### config.mk
export PLATFORM = sky130hd
export DESIGN_NAME = pwm16_timer
export DESIGN_NICKNAME = d
export VERILOG_FILES = /design/src/rtl/pwm16_pkg.sv /design/src/rtl/pwm16_regs.sv /design/src/rtl/pwm16_counter.sv /design/src/rtl/pwm16_outunit.sv /design/src/rtl/pwm16_timer.sv
export SDC_FILE = /design/constraint.sdc
export NUM_CORES = 1
export LEC_CHECK = 0
export ABC_AREA = 1
export BUFFER_PORTS_ARGS = -buffer_cell sky130_fd_sc_hd__buf_2
export CORE_MARGIN = 10
export CORE_UTILIZATION = 30
export CTS_BUF_LIST = sky130_fd_sc_hd__clkbuf_16
export DETAILED_ROUTE_END_ITERATION = 10
export GPL_ROUTABILITY_DRIVEN = 1
export GPL_TIMING_DRIVEN = 1
export PLACE_DENSITY = 0.54
export SLEW_MARGIN = 30
export SYNTH_ARGS = -nofsm -noshare
export SYNTH_HDL_FRONTEND = slang
export SYNTH_HIERARCHICAL = 1
export SYNTH_SLANG_ARGS = --single-unit
### constraint.sdc
create_clock -name clk -period 5 [get_ports clk]
set_clock_uncertainty 0.2 [all_clocks]
set_input_delay 0.5 -clock clk [delete_from_list [all_inputs] [get_ports clk]]
set_output_delay 0.5 -clock clk [all_outputs]
set_load 0.01 [all_outputs]
### src/rtl/pwm16_pkg.sv
`timescale 1ns/1ps
package pwm16_pkg;
    localparam int ADDR_W = 4;
    localparam int N_OUT  = 2;
    // counter, TOP, then one compare per output
    localparam int N_WIDE = 2 + N_OUT;
    localparam int IDX_W  = $clog2(N_WIDE);
    localparam int IDX_CNT  = 0;
    localparam int IDX_TOP  = 1;
    localparam int IDX_CMP0 = 2;
    localparam logic [ADDR_W-1:0] CTRL_ADDR = 4'd8;

    typedef enum logic [1:0] {
        OM_OFF     = 2'b00,
        OM_OFF_ALT = 2'b01,
        OM_NORM    = 2'b10,
        OM_INV     = 2'b11
    } out_mode_e;

    // output i owns control bits [7-2i : 6-2i]
    function automatic int mode_lsb(input int i);
        return 6 - 2 * i;
    endfunction
endpackage

### src/rtl/pwm16_regs.sv
`timescale 1ns/1ps
module pwm16_regs
    import pwm16_pkg::*;
#(
    parameter int BUS_W = 8,
    localparam int CNT_W = 2 * BUS_W
) (
    input  logic                        clk,
    input  logic                        rst_n,
    input  logic                        wr_en,
    input  logic                        rd_en,
    input  logic [ADDR_W-1:0]           addr,
    input  logic [BUS_W-1:0]            wdata,
    input  logic [CNT_W-1:0]            cnt_q,
    output logic [BUS_W-1:0]            rdata,
    output logic                        cnt_load,
    output logic [CNT_W-1:0]            cnt_load_val,
    output logic [CNT_W-1:0]            top_q,
    output logic [N_OUT-1:0][CNT_W-1:0] cmp_buf_q,
    output logic [N_OUT-1:0][1:0]       mode_q,
    output logic [BUS_W-1:0]            temp_q
);
    typedef struct packed {
        logic [BUS_W-1:0]            temp;
        logic [CNT_W-1:0]            top;
        logic [N_OUT-1:0][CNT_W-1:0] cmp;
        logic [N_OUT-1:0][1:0]       mode;
    } regs_t;

    localparam regs_t RST_VAL = '{temp: '0, top: '1, cmp: '0, mode: '0};

    regs_t s_d, s_q;

    logic                          in_wide;
    logic                          hi_sel;
    logic [IDX_W-1:0]              idx;
    logic [N_WIDE-1:0][CNT_W-1:0]  wide_view;

    assign in_wide = (addr < ADDR_W'(2 * N_WIDE));
    assign hi_sel  = addr[0];
    assign idx     = addr[IDX_W:1];

    always_comb begin
        wide_view[IDX_CNT] = cnt_q;
        wide_view[IDX_TOP] = s_q.top;
        for (int i = 0; i < N_OUT; i++) begin
            wide_view[IDX_CMP0 + i] = s_q.cmp[i];
        end
    end

    // next state: latch, committed registers, control
    always_comb begin
        s_d          = s_q;
        cnt_load     = 1'b0;
        cnt_load_val = {s_q.temp, wdata};
        if (wr_en) begin
            if (in_wide) begin
                if (hi_sel) begin
                    s_d.temp = wdata;
                end else if (idx == IDX_W'(IDX_CNT)) begin
                    cnt_load = 1'b1;
                end else if (idx == IDX_W'(IDX_TOP)) begin
                    s_d.top = {s_q.temp, wdata};
                end else begin
                    for (int i = 0; i < N_OUT; i++) begin
                        if (idx == IDX_W'(IDX_CMP0 + i)) begin
                            s_d.cmp[i] = {s_q.temp, wdata};
                        end
                    end
                end
            end else if (addr == CTRL_ADDR) begin
                for (int i = 0; i < N_OUT; i++) begin
                    s_d.mode[i] = wdata[mode_lsb(i) +: 2];
                end
            end
        end else if (rd_en && in_wide && !hi_sel) begin
            s_d.temp = wide_view[idx][CNT_W-1:BUS_W];
        end
    end

    always_comb begin
        rdata = '0;
        if (in_wide) begin
            rdata = hi_sel ? s_q.temp : wide_view[idx][BUS_W-1:0];
        end else if (addr == CTRL_ADDR) begin
            for (int i = 0; i < N_OUT; i++) begin
                rdata[mode_lsb(i) +: 2] = s_q.mode[i];
            end
        end
    end

    always_ff @(posedge clk) begin
        if (!rst_n) begin
            s_q <= RST_VAL;
        end else begin
            s_q <= s_d;
        end
    end

    assign top_q     = s_q.top;
    assign cmp_buf_q = s_q.cmp;
    assign mode_q    = s_q.mode;
    assign temp_q    = s_q.temp;
endmodule

### src/rtl/pwm16_counter.sv
`timescale 1ns/1ps
module pwm16_counter #(
    parameter int CNT_W = 16
) (
    input  logic             clk,
    input  logic             rst_n,
    input  logic             tick,
    input  logic             load,
    input  logic [CNT_W-1:0] load_val,
    input  logic [CNT_W-1:0] top_q,
    output logic [CNT_W-1:0] cnt_q,
    output logic             wrap
);
    typedef struct packed {
        logic [CNT_W-1:0] cnt;
    } cnt_state_t;

    cnt_state_t s_d, s_q;

    assign wrap = tick && !load && (s_q.cnt == top_q);

    always_comb begin
        s_d = s_q;
        if (load) begin
            s_d.cnt = load_val;
        end else if (wrap) begin
            s_d.cnt = '0;
        end else if (tick) begin
            s_d.cnt = s_q.cnt + CNT_W'(1);
        end
    end

    always_ff @(posedge clk) begin
        if (!rst_n) begin
            s_q <= '0;
        end else begin
            s_q <= s_d;
        end
    end

    assign cnt_q = s_q.cnt;
endmodule

### src/rtl/pwm16_outunit.sv
`timescale 1ns/1ps
module pwm16_outunit
    import pwm16_pkg::*;
#(
    parameter int CNT_W = 16
) (
    input  logic             clk,
    input  logic             rst_n,
    input  logic             step,
    input  logic             wrap,
    input  logic [CNT_W-1:0] cnt_q,
    input  logic [CNT_W-1:0] cmp_buf,
    input  logic [1:0]       mode,
    output logic             pin
);
    typedef struct packed {
        logic [CNT_W-1:0] cmp_act;
        logic             lvl;
    } out_state_t;

    out_state_t s_d, s_q;

    always_comb begin
        s_d = s_q;
        if (wrap) begin
            s_d.lvl     = 1'b1;
            s_d.cmp_act = cmp_buf;
        end else if (step && (cnt_q == s_q.cmp_act)) begin
            s_d.lvl = 1'b0;
        end
    end

    always_ff @(posedge clk) begin
        if (!rst_n) begin
            s_q <= '0;
        end else begin
            s_q <= s_d;
        end
    end

    always_comb begin
        case (out_mode_e'(mode))
            OM_NORM: pin = s_q.lvl;
            OM_INV:  pin = ~s_q.lvl;
            default: pin = 1'b0;
        endcase
    end
endmodule

### src/rtl/pwm16_timer.sv
`timescale 1ns/1ps
module pwm16_timer
    import pwm16_pkg::*;
#(
    parameter int BUS_W = 8
) (
    input  logic              clk,
    input  logic              rst_n,
    input  logic              tick,
    input  logic              wr_en,
    input  logic              rd_en,
    input  logic [3:0]        addr,
    input  logic [BUS_W-1:0]  wdata,
    output logic [BUS_W-1:0]  rdata,
    output logic              pwm_a,
    output logic              pwm_b
);
    localparam int CNT_W = 2 * BUS_W;

    logic [CNT_W-1:0]            cnt_q;
    logic [CNT_W-1:0]            top_q;
    logic [CNT_W-1:0]            cnt_load_val;
    logic                        cnt_load;
    logic                        wrap;
    logic                        step;
    logic [N_OUT-1:0][CNT_W-1:0] cmp_buf_q;
    logic [N_OUT-1:0][1:0]       mode_q;
    logic [BUS_W-1:0]            temp_q;
    logic [N_OUT-1:0]            pins;

    pwm16_regs #(.BUS_W(BUS_W)) u_regs (
        .clk          (clk),
        .rst_n        (rst_n),
        .wr_en        (wr_en),
        .rd_en        (rd_en),
        .addr         (addr),
        .wdata        (wdata),
        .cnt_q        (cnt_q),
        .rdata        (rdata),
        .cnt_load     (cnt_load),
        .cnt_load_val (cnt_load_val),
        .top_q        (top_q),
        .cmp_buf_q    (cmp_buf_q),
        .mode_q       (mode_q),
        .temp_q       (temp_q)
    );

    pwm16_counter #(.CNT_W(CNT_W)) u_cnt (
        .clk      (clk),
        .rst_n    (rst_n),
        .tick     (tick),
        .load     (cnt_load),
        .load_val (cnt_load_val),
        .top_q    (top_q),
        .cnt_q    (cnt_q),
        .wrap     (wrap)
    );

    // a counter write swallows the tick of its cycle
    assign step = tick && !cnt_load;

    for (genvar g = 0; g < N_OUT; g++) begin : g_out
        pwm16_outunit #(.CNT_W(CNT_W)) u_out (
            .clk     (clk),
            .rst_n   (rst_n),
            .step    (step),
            .wrap    (wrap),
            .cnt_q   (cnt_q),
            .cmp_buf (cmp_buf_q[g]),
            .mode    (mode_q[g]),
            .pin     (pins[g])
        );
    end

    assign pwm_a = pins[0];
    assign pwm_b = pins[1];
endmodule

### After elaboration in Yosys (flattened, before gate mapping)

Index checks and enable logic that the tools add are counted.

| storage, ports and cells | value |
|---|---|
| output and inout bits | 10 |
| input bits | 17 |
| logic and storage cells | 80 |
| bits in registers | 110 |

| cells by class | value |
|---|---|
| $add $sub $neg | 1 |
| order comparisons | 2 |
| equality and inequality tests | 13 |
| bitwise logic cells | 6 |
| reduce and logical (&&, ||, !) cells | 18 |
| muxes and demuxes | 29 |

Operators by type and width:

| kind | number |
|---|---|
| $mux 16 | 7 |
| $mux 48 | 2 |
| $mux 56 | 1 |
| $eq 16x16->1 | 3 |
| $bmux 16 s2 | 1 |
| $mux 32 | 1 |
| $mux 8 | 4 |
| $add 16x1->16 const B | 1 |
| $eq 2x2->1 const B | 6 |
| $mux 4 | 3 |
| $reduce_and 6->1 | 2 |
| $mux 1 | 8 |
| $logic_and 1x1->1 | 6 |
| $not 1->1 | 6 |
| $reduce_and 3->1 | 2 |
| $reduce_bool 2->1 | 3 |
| $reduce_and 5->1 | 1 |
| $eq 4x4->1 const B | 1 |
| $lt 4x4->1 const B | 1 |
| $ne 2x1->1 const B | 2 |
| $pmux 1 s2 | 2 |
| $lt 2x3->1 const B | 1 |
| $reduce_bool 3->1 | 1 |
| $eq 2x1->1 const B | 1 |
| 2 further kinds | 3 |

### Logic depth before layout (Yosys ltp)

| depth | value |
|---|---|
| depth after elaboration | 10 |
| gate-level depth with buffers | 14 |

### Cells and area by module

The synthesis kept the hierarchy.

By module, submodules not included:

| module | cells an instance | times used | area an instance (um^2) |
|---|---|---|---|
| pwm16_regs | 484 | 1 | 3228.1 |
| pwm16_outunit | 136 | 2 | 858.3 |
| pwm16_counter | 231 | 1 | 1535.2 |
| pwm16_timer | 2 | 1 | 10.0 |

### Worst setup path after synthesis

OpenSTA, ideal clock, no wires.

| timing | value |
|---|---|
| path type | input to register |
| from | input addr[0] |
| to | register g_out[0].u_out/s_q[6] (netlist bit) |
| setup time | 122 ps |
| slack | 2297 ps |
| data arrival time | 2382 ps |
| cell stages on the path | 14 |
| path through | buf_6 -> inv_2 -> nand3_4 -> nor2_1 -> buf_6 -> nor2_8 -> nand4_1 -> nor4_1 -> nand3_1 -> nor2_1 -> inv_2 -> buf_4 -> o21ai_0 -> a21oi_1 |

| between the ends | value |
|---|---|
| word-level cells in the longest chain between the ends | 6 |
| elaborated cells on any way between the ends | 7 |
| classes of those cells | 1 x order compare; 3 x mux; 3 x reduce/logical |

RTL lines:

| what | line | text |
|---|---|---|
| from (decl) | pwm16_timer.sv:12 | `input logic [3:0] addr,` |
| $lt 4x4->1 or $mux 1 (tied branches) | pwm16_regs.sv:39, pwm16_regs.sv:58 |  |
| $mux 1 * | pwm16_regs.sv:57 | `if (in_wide) begin` |
| $mux 1 * | pwm16_regs.sv:56 | `if (wr_en) begin` |
| named net cnt_load | pwm16_timer.sv:23 | `logic cnt_load;` |
| $logic_not 1->1 * | pwm16_counter.sv:20 | `assign wrap = tick && !load && (s_q.cnt == top_q);` |
| $logic_and 1x1->1 * (2 in a row) | pwm16_counter.sv:20 |  |
| named net wrap | pwm16_timer.sv:24 | `logic wrap;` |
| to (signal assigned) | pwm16_outunit.sv:35 | `s_q <= '0;` |
| to (signal assigned) | pwm16_outunit.sv:37 | `s_q <= s_d;` |
| to (decl) | pwm16_outunit.sv:21 | `out_state_t s_d, s_q;` |

Mark *: on every way through the listed nets, which the timed path passes. The rest lies on a longest branch.
A chain may end at the register's enable or synchronous reset.

### Worst setup path after layout

| timing | value |
|---|---|
| from | input addr[2] |
| to | register g_out[1].u_out/s_q[7] (netlist bit) |

| between the ends | value |
|---|---|
| word-level cells in the longest chain between the ends | 8 |
| elaborated cells on any way between the ends | 9 |
| classes of those cells | 1 x order compare; 4 x mux; 4 x reduce/logical |

RTL lines:

| what | line |
|---|---|
| branches (longest 3 deep; another with $lt 4x4->1) | - |
| $mux 1 * | pwm16_regs.sv:57 |
| $mux 1 * | pwm16_regs.sv:56 |
| named net cnt_load | pwm16_timer.sv:23 |
| $logic_not 1->1 * | pwm16_counter.sv:20 |
| $logic_and 1x1->1 * (2 in a row) | pwm16_counter.sv:20 |
| named net wrap | pwm16_timer.sv:24 |
| to (signal assigned) | pwm16_outunit.sv:35 |
| to (signal assigned) | pwm16_outunit.sv:37 |
| to (decl) | pwm16_outunit.sv:21 |

Mark *: on every way through the listed nets, which the timed path passes.

==> results.sh <==
export IMPL_outcome="finished, final reports clean"
export IMPL_ys_warn_count=6
export IMPL_max_freq_mhz=286
export IMPL_finalCriticalPeriod_ns=3.50
export IMPL_start_util_pct=30.5
export IMPL_cts_max_level=3
export IMPL_drtAntennaViolNets=0
export IMPL_period_share_pct=70.0
export IMPL_preCtsSetupSlack_ns=1.22
export IMPL_max_slew_margin_pct=41.5
export IMPL_core_um2=21100
export IMPL_syn_num_nets=999
export IMPL_antenna_found_initial=0
export IMPL_ff_latch_area_um2=2200
export IMPL_cts_root_buffer_cell="clkbuf_16"
export IMPL_numCtsBuffers=9
export IMPL_grt_max_degree=72
export IMPL_final_nets=995
export IMPL_cp_arrival_ns=3.54
export IMPL_port_buffers=26
export IMPL_area_delta_synth_final_pct=7.45
export IMPL_syn_avg_cell_area_um2=6.55
export IMPL_drv_slew=0
export IMPL_power_density_nw_per_um2=259
export IMPL_cts_tree="done"
export IMPL_ctsHoldBuffers=0
export IMPL_num_vias=6102
export IMPL_overflow=0
export IMPL_grt_pass1_vias=5497
export IMPL_total_power_uw=1790
export IMPL_ir_drop_mv=0.155
export IMPL_grt_pass1_wl_um=33600
export IMPL_die_w_um=166
export IMPL_drive_gt1_share_pct=13.3
export IMPL_multi_input_area_um2=3500
export IMPL_fill_cells=2359
export IMPL_dp_hpwl_um=15600
export IMPL_fp_dieH_um=166
export IMPL_tns_ns=0
export IMPL_hold_viol_final=0
export IMPL_fin_ws_ns=1.50
export IMPL_p_leak_uw=0.00312
export IMPL_hold_depth=2
export IMPL_critPathRequiredTime_ns=5.03
export IMPL_reg2reg_depth=9
export IMPL_routed_wl_um=22200
export IMPL_io_pin_count=27
export IMPL_viasPerCell=4.86
export IMPL_path_clk_slew_ns=0.08
export IMPL_std_cell_rows=53
export IMPL_first_iter_violations=664
export IMPL_cts_max_path_buffers=2
export IMPL_grt_total_usage_pct=15.4
export IMPL_avgRoutedWirePerCell_um=17.7
export IMPL_crit_type="in2reg"
export IMPL_antenna_cells=0
export IMPL_insertion_delay_ns=0.36
export IMPL_drt_pass1_iterations=5
export IMPL_startpoint_type="primary input"
export IMPL_endpoint_kind="flip-flop"
export IMPL_dieArea_um2=27700
export IMPL_cts_sinks=110
export IMPL_synthCells=981
export IMPL_tightestPinTransition_ns=0.875
export IMPL_post_cts_resized=0
export IMPL_setup_viol=0
export IMPL_postCtsSetupBuffers=0
export IMPL_max_cap_violations=0
export IMPL_grt_setup_unrepaired="no"
export IMPL_drc=0
export IMPL_min_path_type="reg2reg"
export IMPL_worstPathMaxFanout=28
export IMPL_netlist_area_um2=6430
export IMPL_place_gp_congestion=0.924
[area by class of cell]
class / count / share of cell area (%)
clock buffers: 9 / 3.26
inverters: 112 / 6.16
flip-flops and latches: 110 / 31.9
clock inverters: 5 / 0.525
well taps: 275 / 4.98
multi-input cells: 712 / 50.6
repair buffers: 32 / 2.57
[placed cells by master (no fill, tap or decap), drive strengths merged]
cell type	count
clkinvlp	2
dfxtp	110
nor4	2
nand3	35
nor2	166
nand2	291
a22oi	16
clkbuf	9
xnor2	11
buf	32
o21ai	87
ha	1
nor3	2
a21boi	2
xor2	11
inv	112
and3	1
a21oi	61
o211ai	16
nor3b	1
clkinv	3
nand4	9
[state kept, by name, indices dropped and copies added (netlist names)]
| signal | flops |
|---|---|
| u_cnt/cnt_q | 16 |
| u_regs/temp_q | 8 |
| u_regs/mode_q | 4 |
| g_out.u_out/s_q | 34 |
| u_regs/cmp_buf_q | 32 |
| u_regs/top_q | 16 |
[final timing paths]
check	from	end	slack, ns
worst max-delay path	addr[2]	g_out[1].u_out/s_q[7]	1.50
worst min-delay path	u_regs/mode_q[3]	u_regs/mode_q[3]	0.27
worst max register to register	u_cnt/cnt_q[7]	g_out[1].u_out/s_q[7]	1.78
worst min register to register	u_regs/mode_q[3]	u_regs/mode_q[3]	0.27
[stage by stage]
stage	cell area [µm²]	instances	utilization (%)	hold slack, ns
after floorplan	6430	981	-	0.234
after global placement	6640	1241	31.5	0.253
after detailed placement	6650	1241	31.5	0.259
after CTS	6910	1255	32.8	0.271
after global routing	6910	1255	32.8	0.289
final	6910	1255	32.8	0.268
[power by group]
| group | total, µW | switching (µW) | internal [µW] | leakage [µW] |
|---|---|---|---|---|
| Sequential | 928 | 36.5 | 892 | 0.000890 |
| Clock | 681 | 347 | 334 | 0.000121 |
| Combinational | 182 | 129 | 53.1 | 0.00210 |
| Total | 1790 | 513 | 1280 | 0.00312 |
[metal layers]
layer	track usage [%]	vias up	routed length, µm
li1	-	3079	-
met1	21.6	2789	10700
met2	23.0	203	9460
met3	2.67	31	1400
met4	5.73	0	604
met5	0	-	0
[worst max-delay path, cell delays in order]
cell and delay [ns]:
buf_2 0.29, nor2_4 0.12, inv_1 0.12, nor2_1 0.07
buf_4 0.23, nor2_8 0.33, nand4_1 0.12, nor4_1 0.21
nand3_1 0.11, nor2_1 0.69, inv_2 0.40, o21ai_0 0.26
a21oi_1 0.06
(Power assumes the default switching activity.)
